### config.mk
export PLATFORM = sky130hd
export DESIGN_NAME = gpio_bank_ctrl
export DESIGN_NICKNAME = d
export VERILOG_FILES = /design/src/rtl/gpio_bank_pkg.sv /design/src/rtl/gpio_in_sync.sv /design/src/rtl/gpio_edge_status.sv /design/src/rtl/gpio_bank_irq.sv /design/src/rtl/gpio_reg_file.sv /design/src/rtl/gpio_bank_ctrl.sv
export SDC_FILE = /design/constraint.sdc
export NUM_CORES = 1
export LEC_CHECK = 0
export BUFFER_PORTS_ARGS = -buffer_cell sky130_fd_sc_hd__buf_4
export CAP_MARGIN = 0
export CORE_UTILIZATION = 59
export CTS_BUF_LIST = sky130_fd_sc_hd__clkbuf_2
export DETAILED_ROUTE_END_ITERATION = 6
export PLACE_DENSITY_LB_ADDON = 0.1
export SLEW_MARGIN = 20
export SYNTH_ARGS = -nofsm -noshare
export SYNTH_HDL_FRONTEND = slang
export SYNTH_SLANG_ARGS = --single-unit
### constraint.sdc
create_clock -name clk_i -period 2.6 [get_ports clk_i]
set_input_delay 0.39 -clock clk_i [delete_from_list [all_inputs] [get_ports clk_i]]
set_output_delay 0.39 -clock clk_i [all_outputs]
set_load 0.01 [all_outputs]
### src/rtl/gpio_bank_pkg.sv
package gpio_bank_pkg;
  localparam logic [7:0] OFF_BANK_EN = 8'h08;
  localparam logic [7:0] OFF_DIR     = 8'h10;
  localparam logic [7:0] OFF_OUT     = 8'h14;
  localparam logic [7:0] OFF_OUT_SET = 8'h18;
  localparam logic [7:0] OFF_OUT_CLR = 8'h1C;
  localparam logic [7:0] OFF_IN      = 8'h20;
  localparam logic [7:0] OFF_RISE_S  = 8'h24;
  localparam logic [7:0] OFF_RISE_C  = 8'h28;
  localparam logic [7:0] OFF_FALL_S  = 8'h2C;
  localparam logic [7:0] OFF_FALL_C  = 8'h30;
  localparam logic [7:0] OFF_STATUS  = 8'h34;
endpackage

### src/rtl/gpio_in_sync.sv
module gpio_in_sync #(
  parameter int W = 32
) (
  input  logic         clk_i,
  input  logic         rst_ni,
  input  logic [W-1:0] pad_i,
  output logic [W-1:0] cur_o,
  output logic [W-1:0] prev_o
);
  logic [W-1:0] meta_q, sync_q, dly_q;

  always_ff @(posedge clk_i or negedge rst_ni) begin
    if (!rst_ni) begin
      meta_q <= '0;
      sync_q <= '0;
      dly_q  <= '0;
    end else begin
      meta_q <= pad_i;
      sync_q <= meta_q;
      dly_q  <= sync_q;
    end
  end

  assign cur_o  = sync_q;
  assign prev_o = dly_q;
endmodule

### src/rtl/gpio_edge_status.sv
module gpio_edge_status #(
  parameter int W = 32
) (
  input  logic         clk_i,
  input  logic         rst_ni,
  input  logic [W-1:0] cur_i,
  input  logic [W-1:0] prev_i,
  input  logic [W-1:0] arm_rise_i,
  input  logic [W-1:0] arm_fall_i,
  input  logic [W-1:0] clr_i,
  output logic [W-1:0] status_o
);
  logic [W-1:0] event_w, status_q;

  always_comb begin
    event_w = (cur_i & ~prev_i & arm_rise_i) | (~cur_i & prev_i & arm_fall_i);
  end

  // new edge beats a clear landing in the same cycle
  always_ff @(posedge clk_i or negedge rst_ni) begin
    if (!rst_ni) status_q <= '0;
    else         status_q <= (status_q & ~clr_i) | event_w;
  end

  assign status_o = status_q;
endmodule

### src/rtl/gpio_bank_irq.sv
module gpio_bank_irq #(
  parameter int W      = 32,
  parameter int BANK_W = 16,
  localparam int NB    = W / BANK_W
) (
  input  logic [W-1:0]  status_i,
  input  logic [NB-1:0] bank_en_i,
  output logic [NB-1:0] irq_o
);
  for (genvar b = 0; b < NB; b++) begin : g_bank
    assign irq_o[b] = bank_en_i[b] & (|status_i[b*BANK_W +: BANK_W]);
  end
endmodule

### src/rtl/gpio_reg_file.sv
module gpio_reg_file
  import gpio_bank_pkg::*;
#(
  parameter int W      = 32,
  parameter int NB     = 2,
  parameter int ADDR_W = 8
) (
  input  logic              clk_i,
  input  logic              rst_ni,
  input  logic              req_i,
  input  logic              we_i,
  input  logic [ADDR_W-1:0] addr_i,
  input  logic [W-1:0]      wdata_i,
  output logic [W-1:0]      rdata_o,
  input  logic [W-1:0]      in_i,
  input  logic [W-1:0]      status_i,
  output logic [W-1:0]      dir_o,
  output logic [W-1:0]      out_o,
  output logic [W-1:0]      arm_rise_o,
  output logic [W-1:0]      arm_fall_o,
  output logic [NB-1:0]     bank_en_o,
  output logic [W-1:0]      status_clr_o
);
  logic [W-1:0]  dir_q, out_q, rise_q, fall_q;
  logic [NB-1:0] ben_q;
  logic          wr;

  assign wr = req_i & we_i;

  always_ff @(posedge clk_i or negedge rst_ni) begin
    if (!rst_ni) begin
      dir_q  <= '1;
      out_q  <= '0;
      rise_q <= '0;
      fall_q <= '0;
      ben_q  <= '0;
    end else if (wr) begin
      unique case (addr_i)
        OFF_BANK_EN: ben_q  <= wdata_i[NB-1:0];
        OFF_DIR:     dir_q  <= wdata_i;
        OFF_OUT:     out_q  <= wdata_i;
        OFF_OUT_SET: out_q  <= out_q | wdata_i;
        OFF_OUT_CLR: out_q  <= out_q & ~wdata_i;
        OFF_RISE_S:  rise_q <= rise_q | wdata_i;
        OFF_RISE_C:  rise_q <= rise_q & ~wdata_i;
        OFF_FALL_S:  fall_q <= fall_q | wdata_i;
        OFF_FALL_C:  fall_q <= fall_q & ~wdata_i;
        default: ;
      endcase
    end
  end

  assign status_clr_o = (wr && addr_i == OFF_STATUS) ? wdata_i : '0;

  always_comb begin
    rdata_o = '0;
    unique case (addr_i)
      OFF_BANK_EN:                          rdata_o[NB-1:0] = ben_q;
      OFF_DIR:                              rdata_o = dir_q;
      OFF_OUT, OFF_OUT_SET, OFF_OUT_CLR:    rdata_o = out_q;
      OFF_IN:                               rdata_o = in_i;
      OFF_RISE_S, OFF_RISE_C:               rdata_o = rise_q;
      OFF_FALL_S, OFF_FALL_C:               rdata_o = fall_q;
      OFF_STATUS:                           rdata_o = status_i;
      default:                              rdata_o = '0;
    endcase
  end

  assign dir_o      = dir_q;
  assign out_o      = out_q;
  assign arm_rise_o = rise_q;
  assign arm_fall_o = fall_q;
  assign bank_en_o  = ben_q;
endmodule

### src/rtl/gpio_bank_ctrl.sv
module gpio_bank_ctrl #(
  parameter int N_PINS = 32,
  parameter int BANK_W = 16,
  parameter int ADDR_W = 8,
  localparam int NB    = N_PINS / BANK_W
) (
  input  logic              clk_i,
  input  logic              rst_ni,
  input  logic              req_i,
  input  logic              we_i,
  input  logic [ADDR_W-1:0] addr_i,
  input  logic [N_PINS-1:0] wdata_i,
  output logic [N_PINS-1:0] rdata_o,
  input  logic [N_PINS-1:0] pad_i,
  output logic [N_PINS-1:0] pad_o,
  output logic [N_PINS-1:0] pad_oe_o,
  output logic [NB-1:0]     irq_o
);
  logic [N_PINS-1:0] in_cur, in_prev, status, dir, arm_rise, arm_fall, st_clr;
  logic [NB-1:0]     bank_en;

  gpio_in_sync #(.W(N_PINS)) u_sync (
    .clk_i, .rst_ni, .pad_i, .cur_o(in_cur), .prev_o(in_prev)
  );

  gpio_reg_file #(.W(N_PINS), .NB(NB), .ADDR_W(ADDR_W)) u_regs (
    .clk_i, .rst_ni, .req_i, .we_i, .addr_i, .wdata_i, .rdata_o,
    .in_i(in_cur), .status_i(status), .dir_o(dir), .out_o(pad_o),
    .arm_rise_o(arm_rise), .arm_fall_o(arm_fall), .bank_en_o(bank_en),
    .status_clr_o(st_clr)
  );

  gpio_edge_status #(.W(N_PINS)) u_edge (
    .clk_i, .rst_ni, .cur_i(in_cur), .prev_i(in_prev),
    .arm_rise_i(arm_rise), .arm_fall_i(arm_fall), .clr_i(st_clr),
    .status_o(status)
  );

  gpio_bank_irq #(.W(N_PINS), .BANK_W(BANK_W)) u_irq (
    .status_i(status), .bank_en_i(bank_en), .irq_o
  );

  assign pad_oe_o = ~dir;
endmodule

==> report_table.html <==
<table>
<tr><th>Metric</th><th>Value</th></tr>
<tr><th colspan="2">CTS</th></tr>
<tr><td>TritonCTS clock tree</td><td>built</td></tr>
<tr><td>Clock tree buffer depth</td><td>3</td></tr>
<tr><td>Clock input transition at the sequential cells of the worst setup and hold paths</td><td>0.13 ns</td></tr>
<tr><td>Cell at the root of the clock tree</td><td>clkbuf_2</td></tr>
<tr><td>Number of H-tree branching levels</td><td>2</td></tr>
<tr><td>Count of clock tree sinks</td><td>258</td></tr>
<tr><td>Number of buffers created by CTS</td><td>just over 60</td></tr>
<tr><td>Clock latency at the later pin of the worst-skew pair</td><td>between 0.8 and 0.9 ns</td></tr>
<tr><th colspan="2">Die</th></tr>
<tr><td>Number of placement rows</td><td>a little under 50</td></tr>
<tr><td>Die Wd</td><td>137.4 um</td></tr>
<tr><td>Top Ports</td><td>approximately 170</td></tr>
<tr><td>Core Footprint</td><td>~0.018 mm2</td></tr>
<tr><td>Area enclosed by the die boundary</td><td>about 0.019 mm2</td></tr>
<tr><td>Height of the die</td><td>137.4 um</td></tr>
<tr><td>Starting density of the core</td><td>between 60% and 70%</td></tr>
<tr><th colspan="2">Synthesis</th></tr>
<tr><td>Synthesized net count</td><td>around 1,100</td></tr>
<tr><td>Fraction of the yosys area taken by sequential cells</td><td>60.06%</td></tr>
<tr><td>Distinct cell type count of the synthesized netlist</td><td>between 40 and 50</td></tr>
<tr><td>Gate Count Post-Synth</td><td>about 1,000</td></tr>
<tr><td>Top flip-flop cell by instance count after synthesis</td><td>dfrtp_1</td></tr>
<tr><td>EDFF count, synth</td><td>0</td></tr>
<tr><td>Ys Warns</td><td>0</td></tr>
<tr><td>#FFs+latches synth</td><td>between 200 and 300</td></tr>
<tr><td>Average cell area after synthesis</td><td>10.80 um2</td></tr>
<tr><td>FFs w/ async S/R, synth</td><td>100.0%</td></tr>
<tr><td>Total standard cell area after synthesis</td><td>around 0.011 mm2</td></tr>
<tr><th colspan="2">Placed design</th></tr>
<tr><td>Placed wire-length estimate</td><td>a little under 20 mm</td></tr>
<tr><td>Last weighted congestion value of the routability-driven placer</td><td>about 0.86</td></tr>
<tr><td>Worst slack at placement</td><td>about 0.060 ns</td></tr>
<tr><td>Total placed instance area</td><td>0.01264 mm2</td></tr>
<tr><td>IO Port Bufs</td><td>between 150 and 200</td></tr>
<tr><th colspan="2">Timing</th></tr>
<tr><td>Final Skew</td><td>about 0.054 ns</td></tr>
<tr><td>Slew Viols, Final</td><td>0</td></tr>
<tr><td>Final critical-path required period</td><td>2.578 ns</td></tr>
<tr><td>Setup TNS</td><td>0 ns</td></tr>
<tr><td>Worst Max-Slew Pin Slew</td><td>~0.65 ns</td></tr>
<tr><td>Hold Fails Final Rpt</td><td>0</td></tr>
<tr><td>Unrepaired setup endpoints after global routing</td><td>true</td></tr>
<tr><td>Relative slew slack</td><td>a little under three fifths</td></tr>
<tr><td>Worst path setup slack after routing</td><td>roughly 0.022 ns</td></tr>
<tr><td>Share of the clock period used by the worst path</td><td>between 90 and 100%</td></tr>
<tr><td>Setup violations, final</td><td>0</td></tr>
<tr><td>Timing-limited maximum frequency</td><td>a little under 0.4 GHz</td></tr>
<tr><th colspan="2">Cells and area</th></tr>
<tr><td>Non-Filler Cell Area, Final</td><td>0.01400 mm2</td></tr>
<tr><td>Ratio of cells with drive above 1 in the final layout</td><td>approximately 28%</td></tr>
<tr><td>Post-layout net count</td><td>about 1,400</td></tr>
<tr><td>Post-route core utilization</td><td>around 78%</td></tr>
<tr><td>Number of filler cells placed in the layout</td><td>about 1,200</td></tr>
<tr><td>Area growth, synth to finish</td><td>29.43%</td></tr>
<tr><td>Multi-input logic area</td><td>a little under 0.004 mm2</td></tr>
<tr><td>Area taken by flip-flops and latches</td><td>approximately 0.0065 mm2</td></tr>
<tr><th colspan="2">Worst setup path</th></tr>
<tr><td>Arr. time, crit path</td><td>around 2.2 ns</td></tr>
<tr><td>Nature of the critical path startpoint</td><td>flip-flop</td></tr>
<tr><td>Critical path capture point type</td><td>primary output</td></tr>
<tr><td>Req. time, crit path</td><td>between 2 and 2.5 ns</td></tr>
<tr><td>WS Path Type</td><td>reg2out</td></tr>
<tr><td>RR Startpoint</td><td>u_regs.dir_o[27]</td></tr>
<tr><td>Biggest fanout along the worst timing path</td><td>3</td></tr>
<tr><td>First element of the critical path</td><td>u_regs.out_o[7]</td></tr>
<tr><th colspan="2">Global route</th></tr>
<tr><td>Remaining global-route overflow</td><td>0</td></tr>
<tr><td>Global-route wire length before repair</td><td>50.00 mm</td></tr>
<tr><td>Antenna violations before repair</td><td>1</td></tr>
<tr><td>Largest net degree at the start of global routing</td><td>76</td></tr>
<tr><td>Overall Global Routing Usage</td><td>35.29%</td></tr>
<tr><td>Vias in the first global route</td><td>~9,400</td></tr>
<tr><th colspan="2">Route</th></tr>
<tr><td>DR vias</td><td>around 9,800</td></tr>
<tr><td>Number of DRC markers in iteration 0</td><td>about 1,100</td></tr>
<tr><td>Detailed-route DRC error count</td><td>3</td></tr>
<tr><td>Initial DRT Pass Iterations</td><td>7</td></tr>
<tr><td>Post-detailed-routing wire length</td><td>32.63 mm</td></tr>
<tr><td>Antenna violation net count after detailed routing</td><td>0</td></tr>
<tr><td>Routed len/inst</td><td>between 20 and 25 um</td></tr>
<tr><td>Mean number of vias per cell</td><td>between 6 and 7</td></tr>
<tr><th colspan="2">Min path</th></tr>
<tr><td>Class of the most critical hold timing path</td><td>in2async</td></tr>
<tr><th colspan="2">Power</th></tr>
<tr><td>Static leakage power</td><td>around 6.3 nW</td></tr>
<tr><td>Cell area power density</td><td>roughly 580 mW/mm2</td></tr>
<tr><td>Maximum resistive drop on vdd</td><td>between 0.0005 and 0.0006 V</td></tr>
<tr><th colspan="2">Status</th></tr>
<tr><td>Failing checks</td><td>DRC</td></tr>
<tr><td>Status</td><td>finished with violations</td></tr>
<tr><th colspan="2">Run</th></tr>
<tr><td>Max capacitance violation total</td><td>0</td></tr>
</table>
[cell usage in the layout (no fill, tap or decap), types with 2 or more instances in the layout]
cell type / instances
a21o_1: 32
a32oi_1: 30
inv_1: 64
buf_4: 205
clkbuf_2: 94
a41oi_1: 2
a21oi_1: 64
nor2_2: 3
and2_1: 2
o21ai_0: 120
nand2_1: 83
a31oi_1: 64
a22o_1: 32
dfrtp_1: 226
a221o_1: 2
nor2_1: 3
nor4b_1: 2
dfstp_2: 32
bufinv_16: 3
or4_4: 2
nor4_1: 5
dlygate4sd3_1: 65
a222oi_1: 15
inv_2: 3
a22oi_1: 19
nand3b_1: 32
o211ai_1: 47
o21ai_1: 23
buf_12: 14
mux2i_1: 2
nor4_4: 2
clkinv_1: 16
nor4_2: 3
[metal layers]
layer	wire length [um]	GRT usage, %
met1	12630	45.96
met2	15930	57.90
met3	3186	7.138
met4	872	14.35
met5	0	0
[timing repair]
action,4_1_cts,5_1_grt
hold buffers,65,0
pin swaps,0,6
endpoints found under the hold margin,425,0
setup endpoints to repair,3,15
buffers inserted,0,6
gates resized for setup,5,20
[worst max-delay path, stage by stage (launching register included)]
cell	delay [ns]
dfrtp_1	0.44
o21ai_0	0.08
o21ai_0	0.10
a222oi_1	0.33
o21ai_0	0.18
buf_4	0.18
[logic make-up after synthesis]
logic type / Yosys count / share of synthesized area, %
DFF: 258 / 60.06
xor gates and xnor gates: 1 / 0.08099
and+or+nand+nor: 149 / 7.438
buffers and inverters: 140 / 5.240
AOI/OAI and AO/OA: 452 / 27.00
muxes: 2 / 0.1851
[where the power goes]
part           switching [mW]  internal [mW]
registers               0.139           4.22
clock network            1.63           1.26
logic                   0.447          0.366
[path summary, 6_finish.rpt]
| check | to | slack (ns) | depth (start not counted) |
|---|---|---|---|
| max | rdata_o[7] | 0.02 | 5 |
| min | u_regs.out_o[8] | 0.06 | 2 |
| max reg2reg | u_regs.dir_o[27] | 1.73 | 2 |
| min reg2reg | u_sync.cur_o[1] | 0.35 | 0 |
| max in group asynchronous | u_regs.dir_o[18] | 1.70 | 3 |
| min in group clk_i | u_regs.bank_en_o[0] | 0.11 | 5 |
[synthesized netlist by cell type, types with 2 or more instances]
cell type	count	share of area, %
a32oi_1	30	2.4
a22oi_1	19	1.3
dfstp_2	32	7.8
a221o_1	2	0.19
inv_1	66	2.3
a41oi_1	2	0.16
and2_1	2	0.12
a21oi_1	65	3.0
nor4b_1	2	0.16
clkbuf_1	65	2.3
or4_4	2	0.21
a21o_1	32	2.2
o211ai_1	47	3.3
dfrtp_1	226	52
o21ai_0	138	6.4
a222oi_1	15	1.4
mux2i_1	2	0.19
nor2_1	6	0.21
nor4_1	9	0.52
o21ai_1	5	0.23
a22o_1	32	2.6
nand3b_1	32	2.2
buf_6	5	0.52
nand2_1	83	2.9
a31oi_1	64	3.7
buf_2	3	0.14
[layout make-up]
class | instances | share of cell area [%]
Inverter | 66 | 1.770
Clock buffer | 94 | 3.360
Sequential cell | 258 | 46.40
Clock inverter | 21 | 1.135
Antenna cell | 1 | 0.01787
Tap cell | 229 | 2.047
Multi-Input combinational cell | 604 | 27.52
Timing Repair Buffer | 285 | 17.75
[through the flow]
step | instances | hold slack [ns] | total power [mW]
global route | 1558 | 0.07784 | 8.403
finish | 1558 | 0.06456 | 8.061
detailed placement | 1371 | 0.3347 | 5.142
global placement | 1371 | 0.3314 | 5.123
floorplan | 1002 | 0.09441 | 4.669
CTS | 1551 | 0.04391 | 8.088
Power figures use the tool's default switching activity.
